## config.mk

```make
export PLATFORM = sky130hd
export DESIGN_NAME = bank_row_tracker
export DESIGN_NICKNAME = d
export VERILOG_FILES = /design/src/rtl/brt_pkg.sv /design/src/rtl/brt_cmd_check.sv /design/src/rtl/brt_bank_slot.sv /design/src/rtl/bank_row_tracker.sv
export SDC_FILE = /design/constraint.sdc
export NUM_CORES = 1
export LEC_CHECK = 0
export ABC_AREA = 1
export ABC_CLOCK_PERIOD_IN_PS = 6600
export BUFFER_PORTS_ARGS = -buffer_cell sky130_fd_sc_hd__buf_2
export CORE_ASPECT_RATIO = 0.7
export CORE_MARGIN = 1
export CORE_UTILIZATION = 25
export DETAILED_ROUTE_END_ITERATION = 16
export GPL_TIMING_DRIVEN = 0
export SLEW_MARGIN = 40
export SYNTH_ARGS = -nofsm -noshare
export SYNTH_HDL_FRONTEND = slang
export SYNTH_HIERARCHICAL = 1
export SYNTH_SLANG_ARGS = --single-unit
```

## constraint.sdc

```tcl
create_clock -name clk -period 6.6 [get_ports clk]
set_input_delay 0.33 -clock clk [delete_from_list [all_inputs] [get_ports clk]]
set_output_delay 0.33 -clock clk [all_outputs]
set_load 0.02 [all_outputs]
```

## src/rtl/brt_pkg.sv

```systemverilog
package brt_pkg;

    typedef enum logic [2:0] {
        CMD_DES = 3'd0,
        CMD_NOP = 3'd1,
        CMD_ACT = 3'd2,
        CMD_RD  = 3'd3,
        CMD_PRE = 3'd4
    } cmd_e;

    typedef struct packed {
        logic idle;
        logic act;
        logic rd;
        logic pre;
        logic bad;
    } cmd_dec_t;

    function automatic cmd_dec_t decode_cmd(logic [2:0] code);
        cmd_dec_t d;
        d = '0;
        case (code)
            CMD_DES, CMD_NOP: d.idle = 1'b1;
            CMD_ACT:          d.act  = 1'b1;
            CMD_RD:           d.rd   = 1'b1;
            CMD_PRE:          d.pre  = 1'b1;
            default:          d.bad  = 1'b1;
        endcase
        return d;
    endfunction

    function automatic logic op_allowed(cmd_dec_t d, logic is_open, logic is_closing);
        if (d.idle)
            return 1'b1;
        if (d.bad || is_closing)
            return 1'b0;
        if (d.act)
            return !is_open;
        if (d.rd)
            return is_open;
        return 1'b1;
    endfunction

endpackage

```

## src/rtl/brt_cmd_check.sv

```systemverilog
module brt_cmd_check
    import brt_pkg::*;
#(
    parameter int NUM_BANKS = 8,
    parameter int BANK_W    = 3,
    parameter int ROW_W     = 14
) (
    input  logic                       cmd_valid,
    input  logic [2:0]                 cmd_type,
    input  logic [BANK_W-1:0]          cmd_bank,
    input  logic [ROW_W-1:0]           cmd_row,
    input  logic                       cmd_ap,
    input  logic [NUM_BANKS-1:0]       open_vec,
    input  logic [NUM_BANKS-1:0]       closing_vec,
    input  logic [NUM_BANKS*ROW_W-1:0] row_flat,
    output logic                       legal,
    output logic                       hit,
    output logic                       is_rd,
    output logic [NUM_BANKS-1:0]       act_vec,
    output logic [NUM_BANKS-1:0]       pre_vec,
    output logic [NUM_BANKS-1:0]       rdap_vec
);

    cmd_dec_t          dec;
    logic              sel_open;
    logic              sel_closing;
    logic [ROW_W-1:0]  sel_row;
    logic              apply;

    always_comb begin
        dec         = decode_cmd(cmd_type);
        sel_open    = open_vec[cmd_bank];
        sel_closing = closing_vec[cmd_bank];
        sel_row     = row_flat[int'(cmd_bank)*ROW_W +: ROW_W];
        legal       = op_allowed(dec, sel_open, sel_closing);
        is_rd       = dec.rd;
        hit         = legal && dec.rd && (cmd_row == sel_row);
        apply       = cmd_valid && legal;
    end

    for (genvar i = 0; i < NUM_BANKS; i++) begin : g_sel
        logic match;
        assign match       = (cmd_bank == BANK_W'(i));
        assign act_vec[i]  = apply && match && dec.act;
        assign pre_vec[i]  = apply && match && dec.pre;
        assign rdap_vec[i] = apply && match && dec.rd && cmd_ap;
    end

endmodule

```

## src/rtl/brt_bank_slot.sv

```systemverilog
module brt_bank_slot #(
    parameter int ROW_W      = 14,
    parameter int BURST_CLKS = 4,
    parameter int CNT_W      = 3
) (
    input  logic             clk,
    input  logic             rst,
    input  logic             do_act,
    input  logic             do_pre,
    input  logic             do_rdap,
    input  logic [ROW_W-1:0] row_in,
    output logic             is_open,
    output logic             is_closing,
    output logic [ROW_W-1:0] row_q
);

    logic [CNT_W-1:0] cnt;

    always_ff @(posedge clk) begin
        if (rst) begin
            is_open <= 1'b0;
            cnt     <= '0;
            row_q   <= '0;
        end else if (cnt != '0) begin
            if (cnt == CNT_W'(1)) begin
                cnt     <= '0;
                is_open <= 1'b0;
            end else begin
                cnt <= cnt - CNT_W'(1);
            end
        end else if (do_act) begin
            is_open <= 1'b1;
            row_q   <= row_in;
        end else if (do_pre) begin
            is_open <= 1'b0;
        end else if (do_rdap) begin
            cnt <= CNT_W'(BURST_CLKS);
        end
    end

    assign is_closing = (cnt != '0);

endmodule

```

## src/rtl/bank_row_tracker.sv

```systemverilog
module bank_row_tracker #(
    parameter  int NUM_BANKS = 8,
    parameter  int ROW_W     = 14,
    parameter  int COL_W     = 12,
    parameter  int AP_BIT    = 10,
    parameter  int BURST_LEN = 8,
    localparam int BANK_W    = $clog2(NUM_BANKS)
) (
    input  logic                       clk,
    input  logic                       rst,
    input  logic                       cmd_valid,
    input  logic [2:0]                 cmd_type,
    input  logic [BANK_W-1:0]          cmd_bank,
    input  logic [ROW_W-1:0]           cmd_row,
    input  logic [COL_W-1:0]           cmd_col,
    output logic                       rsp_valid,
    output logic                       rsp_legal,
    output logic                       rsp_hit,
    output logic [COL_W-1:0]           rsp_col,
    output logic [NUM_BANKS-1:0]       bank_open,
    output logic [NUM_BANKS-1:0]       bank_closing,
    output logic [NUM_BANKS*ROW_W-1:0] bank_row
);

    localparam int BURST_CLKS = BURST_LEN / 2;
    localparam int CNT_W      = $clog2(BURST_CLKS + 1);

    logic                 legal;
    logic                 hit;
    logic                 is_rd;
    logic [NUM_BANKS-1:0] act_vec;
    logic [NUM_BANKS-1:0] pre_vec;
    logic [NUM_BANKS-1:0] rdap_vec;

    brt_cmd_check #(
        .NUM_BANKS (NUM_BANKS),
        .BANK_W    (BANK_W),
        .ROW_W     (ROW_W)
    ) u_check (
        .cmd_valid   (cmd_valid),
        .cmd_type    (cmd_type),
        .cmd_bank    (cmd_bank),
        .cmd_row     (cmd_row),
        .cmd_ap      (cmd_col[AP_BIT]),
        .open_vec    (bank_open),
        .closing_vec (bank_closing),
        .row_flat    (bank_row),
        .legal       (legal),
        .hit         (hit),
        .is_rd       (is_rd),
        .act_vec     (act_vec),
        .pre_vec     (pre_vec),
        .rdap_vec    (rdap_vec)
    );

    for (genvar b = 0; b < NUM_BANKS; b++) begin : g_bank
        brt_bank_slot #(
            .ROW_W      (ROW_W),
            .BURST_CLKS (BURST_CLKS),
            .CNT_W      (CNT_W)
        ) u_slot (
            .clk        (clk),
            .rst        (rst),
            .do_act     (act_vec[b]),
            .do_pre     (pre_vec[b]),
            .do_rdap    (rdap_vec[b]),
            .row_in     (cmd_row),
            .is_open    (bank_open[b]),
            .is_closing (bank_closing[b]),
            .row_q      (bank_row[b*ROW_W +: ROW_W])
        );
    end

    always_ff @(posedge clk) begin
        if (rst) begin
            rsp_valid <= 1'b0;
            rsp_legal <= 1'b0;
            rsp_hit   <= 1'b0;
            rsp_col   <= '0;
        end else begin
            rsp_valid <= cmd_valid;
            rsp_legal <= cmd_valid && legal;
            rsp_hit   <= cmd_valid && hit;
            rsp_col   <= (cmd_valid && legal && is_rd) ? cmd_col : '0;
        end
    end

endmodule

```

==> results of run 1 <==
## flip-flops by register name, indices dropped and copies added (netlist names)
register / flops
g_bank.u_slot/cnt: 24
rsp_legal: 1
rsp_valid: 1
rsp_hit: 1
g_bank.u_slot/row_q: 112
g_bank.u_slot/is_open: 8
rsp_col: 12
## final cells by class
type | count | area, µm² | area share
Clock buffer | 22 | 474 | 0.0408
Inverter | 95 | 357 | 0.0307
Sequential cell | 159 | 3180 | 0.274
Clock inverter | 10 | 135 | 0.0116
Antenna cell | 1 | 2.50 | 0.000215
Tap cell | 488 | 611 | 0.0525
Buffer | 71 | 598 | 0.0514
Timing Repair Buffer | 176 | 881 | 0.0758
Multi-Input combinational cell | 941 | 5390 | 0.463
## cells by family (layout without fill, tap and decap cells)
kind of cell	Yosys count	count (layout)	synth area share
other	0	1	0
AND/OR/NAND/NOR	766	766	0.424
AO/OA/AOI/OAI	151	151	0.110
flip-flops	159	159	0.334
adder cells (fa/ha/maj)	24	24	0.0315
buffers and inverters	166	374	0.100
## cell usage after synthesis (9+ instances only)
cell / count
sky130_fd_sc_hd__nand3_2: 79
sky130_fd_sc_hd__nand3b_1: 16
sky130_fd_sc_hd__nand2_2: 79
sky130_fd_sc_hd__inv_2: 11
sky130_fd_sc_hd__nor2_1: 82
sky130_fd_sc_hd__dfxtp_1: 159
sky130_fd_sc_hd__nand4_1: 11
sky130_fd_sc_hd__ha_1: 24
sky130_fd_sc_hd__nand2_4: 9
sky130_fd_sc_hd__nor2_2: 10
sky130_fd_sc_hd__a21oi_2: 79
sky130_fd_sc_hd__nand2_1: 365
sky130_fd_sc_hd__nand3_1: 87
sky130_fd_sc_hd__inv_1: 84
sky130_fd_sc_hd__buf_2: 25
sky130_fd_sc_hd__buf_4: 10
sky130_fd_sc_hd__a21oi_1: 64
## power by group
group	switching [µW]	internal, µW
Combinational	761	381
Sequential	56.6	1010
Clock	428	623
## layer usage
layer | global-route usage | routed length, µm | up-vias
li1 | - | - | 4457
met1 | 0.280 | 17800 | 4568
met4 | 0.0496 | 590 | 2
met2 | 0.290 | 16100 | 461
met5 | 0 | 11 | -
met3 | 0.0522 | 4120 | 38
## worst min path at each step
stage                                    startpoint  cells after the start  slack, ps                                   end
2_1_floorplan                                   rst                      1        400                  rsp_valid$_SDFF_PP0_
3_3_place_gp   g_bank[4].u_slot/cnt[1]$_SDFFE_PP0P_                      2        450  g_bank[4].u_slot/cnt[1]$_SDFFE_PP0P_
3_5_place_dp   g_bank[4].u_slot/cnt[1]$_SDFFE_PP0P_                      2        450  g_bank[4].u_slot/cnt[1]$_SDFFE_PP0P_
4_1_cts                                  cmd_col[4]                      3         90                 rsp_col[4]$_SDFF_PP0_
5_1_grt                                  cmd_col[6]                      3        100                 rsp_col[6]$_SDFF_PP0_
6_report                                 cmd_col[7]                      3        110                 rsp_col[7]$_SDFF_PP0_
## critical path: stages, from the launching register on
cell	delay [ps]
sky130_fd_sc_hd__dfxtp_1	340
sky130_fd_sc_hd__inv_1	80
sky130_fd_sc_hd__ha_1	190
sky130_fd_sc_hd__inv_2	70
sky130_fd_sc_hd__nor2_4	230
sky130_fd_sc_hd__inv_1	160
sky130_fd_sc_hd__nand3_1	110
sky130_fd_sc_hd__nand2_1	60
sky130_fd_sc_hd__nor2_1	100
sky130_fd_sc_hd__nor2_1	40
sky130_fd_sc_hd__nor2_1	150
sky130_fd_sc_hd__nand3_2	100
sky130_fd_sc_hd__nand2_4	200
sky130_fd_sc_hd__nand3_2	130
sky130_fd_sc_hd__nor2_1	110
sky130_fd_sc_hd__buf_4	170
sky130_fd_sc_hd__buf_2	310
sky130_fd_sc_hd__nand3_2	130
sky130_fd_sc_hd__a21oi_2	160
## through the flow
step / worst slack (ps) / hold WS [ps] / util
2_1_floorplan: 4140 / 401 / -
3_3_place_gp: 3790 / 450 / 0.295
3_5_place_dp: 3750 / 453 / 0.295
4_1_cts: 3730 / 88.5 / 0.311
5_1_grt: 3390 / 100 / 0.311
6_report: 3690 / 110 / 0.311
==> out/summary.md, run 1 <==
Synth
- **average instance area after synthesis** 7.52 µm²
- **async set or reset register ratio after synthesis** 0
- **top cells by area in the synthesized netlist** sky130_fd_sc_hd__dfxtp_1, sky130_fd_sc_hd__nand2_1, sky130_fd_sc_hd__nand3_2
- **fraction of synthesized cell area taken by the top area cell type** 0.334
- **cell count after synthesis** 1266
- **Yosys warning count** 6
- **netlist area before placement** 9520 µm²
- **Post-Synthesis Net Count** 1325
- **number of synthesized flops with an enable pin** 0
- **count of cell types in the netlist** 29
- **ys flop type** sky130_fd_sc_hd__dfxtp_1
- **library cell with the largest summed area after synthesis** sky130_fd_sc_hd__dfxtp_1
- **sequential fraction of the synthesis area** 0.334
- **Synth Register Bits** 159

Clock network
- **hold buffer count at CTS** 0
- **# Post-CTS Setup Buffers** 0
- **clock network latency to the later pin of the worst-skew pair** 440 ps
- **number of buffers created by CTS** 17
- **clock root buffer** sky130_fd_sc_hd__clkbuf_16
- **H-tree levels** 4
- **post-cts repair resize count** 0
- **maximum number of buffers from clock root to sink** 2
- **count of clock tree sinks** 159
- **CTS tree** done
- **clock-pin slew on the worst setup and hold paths** 70 ps

Routing
- **first drt pass iteration count** 5
- **detail-routed via count per cell** 4.85
- **remaining number of nets flagged by the antenna check after routing** 0
- **average wire per standard cell** 19.7 µm
- **DRT Wirelength** 38700 µm
- **DRC violation count after routing** 0
- **routed via count** 9526
- **count of routing violations after the opening detailed-route iteration** 867

Timing
- **final-report max-slew violation count** 0
- **time the worst path needs with I/O delays and setup** 2910 ps
- **setup TNS** 0 ps
- **number of endpoints failing setup at the final stage** 0
- **post-route fraction of the period consumed by the critical path** 0.441
- **unrepaired setup endpoints after global routing** no
- **Worst Skew** 9.24 ps
- **actual transition at the worst max-transition pin** 789 ps
- **Highest Clock Rate** 0.344 GHz
- **final hold violation count** 0
- **normalized max-slew margin** 0.474

Hold path
- **path category of the worst min-delay check** in2reg

Critical path
- **capturing element of the worst setup path** g_bank[1].u_slot/row_q[9]$_SDFFE_PP0P_
- **setup slack on the worst flop-to-flop path** 3690 ps
- **worst setup path category** reg2reg
- **data required time of the worst path** 6980 ps
- **Worst setup SP type** flip-flop
- **depth of the most critical reg-to-reg path** 18
- **endpoint class of the critical path** flip-flop
- **critical register-to-register path startpoint** g_bank[5].u_slot/cnt[0]$_SDFFE_PP0P_
- **endpoint of the most critical register-to-register path** g_bank[1].u_slot/row_q[9]$_SDFFE_PP0P_
- **Crit. Startpoint** g_bank[5].u_slot/cnt[0]$_SDFFE_PP0P_
- **CP arrival** 3290 ps
- **Max Fanout on Critical Path** 11

Layout
- **net count reported at finish** 1520
- **most common cell after layout, fill and taps aside** sky130_fd_sc_hd__nand2_1
- **fin area** 11600 µm²
- **share of final-layout standard cells stronger than drive strength 1** 0.374
- **top library cells by usage in the layout, fill and taps aside** sky130_fd_sc_hd__nand2_1, sky130_fd_sc_hd__buf_2, sky130_fd_sc_hd__dfxtp_1
- **non-filler instance count after layout** 1963
- **area growth from synthesis to layout** 22.1%
- **filler instances** 4063

Placement
- **placed cell area** 11000 µm²
- **number of port buffers** 176
- **dpl cells** 1930
- **HPWL reported at the end of detailed placement** 29300 µm
- **global placement routability congestion** 0.963

Floorplanning
- **placeable core region** 37400 µm²
- **die outline width** 235 µm
- **total number of placement rows** 59
- **Die ar.** 38900 µm²
- **Starting Density** 0.255
- **chip height** 165 µm
- **Ports** 178

Pwr
- **post-layout power** 3260 µW
- **worst-case vdd ir drop** 0.182 mV
- **leakage power figure** 0.00488 µW
- **power density over cell area** 281 nW/µm²

Flow run
- **Maximum Capacitance Violations** 0

Global routing
- **antenna violations before repair** 2
- **global-route wire length before repair** 55900 µm
- **maximum number of pins on one net before global-route repair** 17
- **overall track demand over capacity in global routing** 0.196
- **number of global-route vias before repair** 8705
- **global route total overflow** 0

Outcome
- **outcome** completed

(Power assumes the default switching activity.)
==> run 2: changes to the inputs <==
Settings changed: ABC_CLOCK_PERIOD_IN_PS 6600 to 2600.
Clock period 6.6 ns to 2.6 ns, I/O delays scaled along.
==> run 2 against run 1 <==
Largest power group unchanged. Setup slack lost 3500 ps. Clock power rose to 2.5 times the previous value. Cell area up 4.2%. Combinational power increased to 2.8 times the previous value. Critical endpoint is now g_bank[7].u_slot/cnt[1]$_SDFFE_PP0P_.
==> out/summary.md, run 2 (synthesis results as in run 1) <==
Placement
- **number of port buffers** 176
- **pre-CTS setup slack** -249 ps
- **placed cell area** 11000 µm²
- **global placement routability congestion** 0.963
- **HPWL reported at the end of detailed placement** 29300 µm

Routing
- **DRC violation count after routing** 0
- **count of routing violations after the opening detailed-route iteration** 936
- **average wire per standard cell** 19.8 µm
- **DRT Wirelength** 39400 µm
- **remaining number of nets flagged by the antenna check after routing** 0
- **routed via count** 9625
- **detail-routed via count per cell** 4.83
- **first drt pass iteration count** 8

Critical path
- **endpoint class of the critical path** flip-flop
- **max incr delay on CP** 360 ps
- **Max Fanout on Critical Path** 6
- **setup slack on the worst flop-to-flop path** 160 ps
- **depth of the most critical reg-to-reg path** 21
- **critical register-to-register path startpoint** g_bank[5].u_slot/cnt[0]$_SDFFE_PP0P_
- **cells along the critical path** inv_2, ha_4, inv_2, nor2_4, inv_2, nand3_1, nand2_1, nor2_1, nor2_1, nor2_2, nand3_4, nand2_8, nand3_2, nor2_2, buf_6, inv_1, nand2_1, nand2_2, nand2_2, nand2_1, a21oi_1
- **data required time of the worst path** 2970 ps
- **CP arrival** 2810 ps
- **worst setup path category** reg2reg
- **Worst setup SP type** flip-flop
- **endpoint of the most critical register-to-register path** g_bank[7].u_slot/cnt[1]$_SDFFE_PP0P_
- **worst-path cell with the longest stage delay** sky130_fd_sc_hd__dfxtp_4

Global routing
- **number of global-route vias before repair** 8792
- **antenna violations before repair** 2
- **overall track demand over capacity in global routing** 0.197
- **global-route wire length before repair** 56200 µm
- **global route total overflow** 0
- **maximum number of pins on one net before global-route repair** 17

Hold path
- **cell depth of the worst hold path** 2
- **path category of the worst min-delay check** in2reg
- **Hold Crit Endpoint** rsp_valid$_SDFF_PP0_
- **worst hold start** rst

Layout
- **most common cell after layout, fill and taps aside** sky130_fd_sc_hd__nand2_1
- **Most flops, register** g_bank.u_slot/row_q
- **share of final-layout standard cells stronger than drive strength 1** 0.403
- **final cell utilization of the core** 0.324
- **top library cells by usage in the layout, fill and taps aside** sky130_fd_sc_hd__nand2_1, sky130_fd_sc_hd__buf_2, sky130_fd_sc_hd__dfxtp_1
- **area growth from synthesis to layout** 27.3%
- **net count reported at finish** 1549
- **flip-flop count of the largest register, all copies and words added** 112
- **top flop regs** g_bank.u_slot/row_q: 112 flops, g_bank.u_slot/cnt: 24 flops, rsp_col: 12 flops
- **fin area** 12100 µm²

Timing
- **final hold violation count** 0
- **final worst setup slack** 161 ps
- **normalized max-slew margin** 0.458
- **number of endpoints failing setup at the final stage** 0
- **unrepaired setup endpoints after global routing** yes
- **smallest hold slack** 98.3 ps
- **post-route fraction of the period consumed by the critical path** 0.938
- **time the worst path needs with I/O delays and setup** 2440 ps
- **actual transition at the worst max-transition pin** 813 ps
- **setup TNS** 0 ps
- **Worst Skew** 9.14 ps
- **final-report max-slew violation count** 0
- **Highest Clock Rate** 0.410 GHz

Pwr
- **register share of total power** 0.318
- **combinational cell fraction of total power** 0.372
- **power density over cell area** 710 nW/µm²
- **switching power as a share of total power** 0.383
- **worst-case vdd ir drop** 0.464 mV
- **Cell Int Power** 5310 µW
- **sw power** 3290 µW
- **leakage power figure** 0.00504 µW
- **clock network fraction of design power** 0.310

Flow run
- **Maximum Capacitance Violations** 0

Clock network
- **maximum number of buffers from clock root to sink** 2
- **clock-pin slew on the worst setup and hold paths** 70 ps
- **H-tree levels** 4
- **number of buffers created by CTS** 17
- **clock network latency to the later pin of the worst-skew pair** 440 ps
- **count of clock tree sinks** 159
- **clock root buffer** sky130_fd_sc_hd__clkbuf_16
- **CTS tree** done

Outcome
- **outcome** completed

Floorplanning
- **Starting Density** 0.255
- **Ports** 178
- **total number of placement rows** 59
- **chip height** 165 µm
- **die outline width** 235 µm
- **Die ar.** 38900 µm²
- **placeable core region** 37400 µm²

## run 2: power by group through the flow
stage | registers, µW | clock network [µW] | logic (µW)
global placement | 2770 | 0 | 2810
floorplan | 2760 | 0 | 2150
CTS | 2720 | 2720 | 2920
finish | 2730 | 2670 | 3200
detailed placement | 2770 | 0 | 2860
global route | 2750 | 2810 | 3480
## run 2: critical path: cells and delay by family (launching register included)
| family | cells | cell delay (ps) |
|---|---|---|
| fa+ha+maj | 1 | 130 |
| flops | 1 | 360 |
| compound gates | 1 | 120 |
| buf+inv | 5 | 380 |
| simple gates | 14 | 1370 |
## run 2: through the flow
step	instances	total power (µW)
detailed placement	1930	5630
global route	1992	9040
finish	1992	8600
floorplan	1266	4910
CTS	1977	8360
global placement	1930	5570
## run 2: timing repair
action                     CTS  global route
gates resized for setup     11            61
hold endpoints to repair    15             0
pin swaps                    2             8
setup endpoints to repair  116           154
hold buffers                13             0
buffers inserted             2            13
cloned                       0             1
## run 2: final cells by class
type | count | area (µm²)
sequential | 159 | 3190
clock inverter | 10 | 135
timing repair buffer | 204 | 1120
fill | 4020 | 25200
multi-input combinational | 942 | 5570
inverter | 95 | 357
tap | 488 | 611
antenna | 1 | 2.50
buffer | 71 | 656
clock buffer | 22 | 474
## run 2: worst max-delay path by stage
stage,slack (ps),endpoint,startpoint,cells after the start
final,160,g_bank[7].u_slot/cnt[1]$_SDFFE_PP0P_,g_bank[5].u_slot/cnt[0]$_SDFFE_PP0P_,21
after global placement,-210,g_bank[3].u_slot/row_q[5]$_SDFFE_PP0P_,g_bank[5].u_slot/cnt[0]$_SDFFE_PP0P_,18
after CTS,1,g_bank[3].u_slot/cnt[0]$_SDFFE_PP0P_,g_bank[1].u_slot/cnt[0]$_SDFFE_PP0P_,21
after detailed placement,-250,g_bank[3].u_slot/row_q[6]$_SDFFE_PP0P_,g_bank[5].u_slot/cnt[0]$_SDFFE_PP0P_,18
after global routing,-20,g_bank[5].u_slot/cnt[0]$_SDFFE_PP0P_,g_bank[1].u_slot/cnt[0]$_SDFFE_PP0P_,21
after floorplan,140,g_bank[0].u_slot/row_q[4]$_SDFFE_PP0P_,g_bank[5].u_slot/cnt[0]$_SDFFE_PP0P_,18
## run 2: routing by layer
layer,vias up,wire (µm),GRT usage
met3,47,4200,0.0519
li1,4523,-,-
met4,2,662,0.0496
met5,-,11,0
met1,4552,17900,0.280
met2,501,16700,0.294
==> run 3: changes to the inputs <==
Settings changed: ABC_AREA 1 to default, TNS_END_PERCENT from default to 30.
==> run 3 against run 2 <==
Sequential cell count did not move. Clock skew is 1.3 ps higher. The flow now finishes with violations (setup timing). Clock power barely moved. Sequential share of layout area up 1.9 points. Non-clock buffer count grew 32. Via count down 15%. Synthesized cell count shrank 25%. Critical path type unchanged. Cell area decreased by 6.6%. First-iteration DRC count shrank 24%. Register-to-register slack worse by 510 ps.
==> out/summary.md, run 3 <==
Synth
- **Yosys warning count** 6
- **netlist area before placement** 8040 µm²
- **average instance area after synthesis** 8.46 µm²
- **sequential fraction of the synthesis area** 0.396
- **library cell with the largest summed area after synthesis** sky130_fd_sc_hd__dfxtp_1
- **async set or reset register ratio after synthesis** 0
- **top cells by area in the synthesized netlist** sky130_fd_sc_hd__dfxtp_1, sky130_fd_sc_hd__nand2_1, sky130_fd_sc_hd__a21oi_1
- **number of synthesized flops with an enable pin** 0
- **Synth Register Bits** 159
- **most numerous cell types in the synthesized netlist** sky130_fd_sc_hd__nand2_1, sky130_fd_sc_hd__dfxtp_1, sky130_fd_sc_hd__a21oi_1
- **count of cell types in the netlist** 62
- **cell count after synthesis** 950
- **most numerous cell in the Yosys netlist** sky130_fd_sc_hd__nand2_1
- **Post-Synthesis Net Count** 1009
- **ys flop type** sky130_fd_sc_hd__dfxtp_1
- **fraction of synthesized cell area taken by the top area cell type** 0.396

Critical path
- **max incr delay on CP** 330 ps
- **Max Fanout on Critical Path** 6
- **worst setup path category** reg2reg
- **CP arrival** 3300 ps
- **endpoint class of the critical path** flip-flop
- **data required time of the worst path** 2960 ps
- **Worst setup SP type** flip-flop
- **worst-path cell with the longest stage delay** sky130_fd_sc_hd__dfxtp_2
- **cells along the critical path** inv_2, ha_4, and2b_2, inv_2, mux2i_4, a22o_1, o21bai_2, o311ai_4, buf_12, nand4_4, nor2_4, and3b_1, buf_6, buf_12, buf_8, nand2_1, a21oi_2

Layout
- **flip-flop count of the largest register, all copies and words added** 112
- **top library cells by usage in the layout, fill and taps aside** sky130_fd_sc_hd__nand2_1, sky130_fd_sc_hd__buf_2, sky130_fd_sc_hd__dfxtp_1
- **share of final-layout standard cells stronger than drive strength 1** 0.394
- **Most flops, register** g_bank.u_slot/row_q
- **net count reported at finish** 1278
- **area of all sequential standard cells** 3200 µm²
- **area growth from synthesis to layout** 40.9%
- **combined area of the multi-input logic cells** 4820 µm²
- **filler instances** 3203
- **fin area** 11300 µm²
- **most common cell after layout, fill and taps aside** sky130_fd_sc_hd__nand2_1
- **top flop regs** g_bank.u_slot/row_q: 112 flops, g_bank.u_slot/cnt: 24 flops, rsp_col: 12 flops
- **Antenna Diode Count** 0

Clock network
- **clock root buffer** sky130_fd_sc_hd__clkbuf_16
- **CTS tree** done
- **H-tree levels** 4
- **maximum number of buffers from clock root to sink** 2
- **clock network latency to the later pin of the worst-skew pair** 440 ps
- **count of clock tree sinks** 159
- **number of buffers created by CTS** 17
- **clock-pin slew on the worst setup and hold paths** 70 ps

Routing
- **DRC violation count after routing** 0
- **first drt pass iteration count** 8
- **detail-routed via count per cell** 4.94
- **count of routing violations after the opening detailed-route iteration** 708
- **DRT Wirelength** 32500 µm
- **average wire per standard cell** 19.7 µm
- **routed via count** 8169
- **remaining number of nets flagged by the antenna check after routing** 0

Timing
- **Highest Clock Rate** 0.339 GHz
- **post-route fraction of the period consumed by the critical path** 1.13
- **number of endpoints failing setup at the final stage** 142
- **Worst Skew** 10.4 ps
- **unrepaired setup endpoints after global routing** yes
- **actual transition at the worst max-transition pin** 831 ps
- **final hold violation count** 0
- **final worst setup slack** -346 ps
- **time the worst path needs with I/O delays and setup** 2950 ps
- **final-report max-slew violation count** 0
- **normalized max-slew margin** 0.446

Floorplanning
- **Die ar.** 32900 µm²
- **Starting Density** 0.256
- **total number of placement rows** 54
- **Ports** 178
- **die outline width** 216 µm
- **chip height** 152 µm
- **placeable core region** 31400 µm²

Global routing
- **global route total overflow** 0
- **global-route wire length before repair** 47300 µm
- **antenna violations before repair** 0
- **overall track demand over capacity in global routing** 0.191
- **maximum number of pins on one net before global-route repair** 17
- **number of global-route vias before repair** 7670

Pwr
- **clock network fraction of design power** 0.305
- **post-layout power** 8690 µW
- **switching power as a share of total power** 0.343
- **power density over cell area** 767 nW/µm²
- **leakage power figure** 0.00463 µW
- **worst-case vdd ir drop** 0.582 mV
- **sw power** 2980 µW
- **Cell Int Power** 5710 µW
- **register share of total power** 0.326
- **combinational cell fraction of total power** 0.368

Placement
- **HPWL reported at the end of detailed placement** 23300 µm
- **global placement routability congestion** 0.865
- **placed cell area** 9560 µm²
- **number of port buffers** 176

Outcome
- **outcome** finished with violations
- **violated checks** setup timing

Hold path
- **path category of the worst min-delay check** in2reg

Flow run
- **Maximum Capacitance Violations** 0

## run 3: timing repair
item | in CTS | in global routing
setup buffers | 44 | 13
hold endpoints to repair | 12 | 0
cloned | 2 | 4
pin swaps | 29 | 26
resized for setup | 73 | 60
hold buffers | 12 | 0
endpoints found under the setup margin | 154 | 144
## run 3: cells by family after synthesis
group,synth area share
simple gates,0.242
compound gates,0.177
flops,0.396
buf+inv,0.0607
mux,0.0781
fa+ha+maj,0.0374
xor+xnor,0.00872
## run 3: routing by layer
layer  vias up  wire, µm  global-route usage
met5         -         0                   0
met4         0       543              0.0503
met3        30      3460              0.0669
met2       354     14100               0.285
met1      3975     14400               0.260
li1       3810         -                   -
## run 3: final cells by class
cell class | count | share of cell area
Inverter | 24 | 0.00818
Multi-Input combinational cell | 710 | 0.426
Tap cell | 420 | 0.0464
Clock buffer | 22 | 0.0419
Timing Repair Buffer | 250 | 0.141
Buffer | 57 | 0.0420
Sequential cell | 159 | 0.282
Clock inverter | 10 | 0.0119
## run 3: worst paths after layout
kind	cells after the start	slack, ps	endpoint	from
max	17	-350	g_bank[4].u_slot/row_q[11]$_SDFFE_PP0P_	g_bank[6].u_slot/cnt[0]$_SDFFE_PP0P_
min	3	50	g_bank[6].u_slot/row_q[8]$_SDFFE_PP0P_	cmd_row[8]
max reg2reg	17	-350	g_bank[4].u_slot/row_q[11]$_SDFFE_PP0P_	g_bank[6].u_slot/cnt[0]$_SDFFE_PP0P_
min reg2reg	2	460	g_bank[5].u_slot/row_q[13]$_SDFFE_PP0P_	g_bank[5].u_slot/row_q[13]$_SDFFE_PP0P_
## run 3: power groups by stage
| stage | Sequential, µW | Clock, µW | Combinational (µW) |
|---|---|---|---|
| 2_1_floorplan | 2830 | 0 | 1740 |
| 3_3_place_gp | 2860 | 0 | 2340 |
| 3_5_place_dp | 2860 | 0 | 2390 |
| 4_1_cts | 2820 | 2680 | 2970 |
| 5_1_grt | 2870 | 2790 | 3490 |
| 6_report | 2830 | 2650 | 3200 |
## run 3: metrics by stage
| stage | utilization | hold WS, ps | std cells | TNS [ps] | setup slack [ps] |
|---|---|---|---|---|---|
| global placement | 0.304 | 330 | 1546 | -90460 | -768 |
| floorplan | - | 209 | 950 | -4830 | -84.0 |
| finish | 0.360 | 52.9 | 1652 | -31910 | -346 |
| detailed placement | 0.304 | 334 | 1546 | -93190 | -795 |
| global route | 0.360 | 41.9 | 1652 | -47810 | -466 |
| CTS | 0.349 | 29.4 | 1636 | -14150 | -215 |
## run 3: worst max-delay path, delay by kind of cell (launching register included)
family,cells,cell delay (ps)
muxes,1,190
DFF,1,330
adders and majority gates,1,130
and+or+nand+nor,5,870
buffers and inverters,6,620
AOI/OAI and AO/OA,4,730
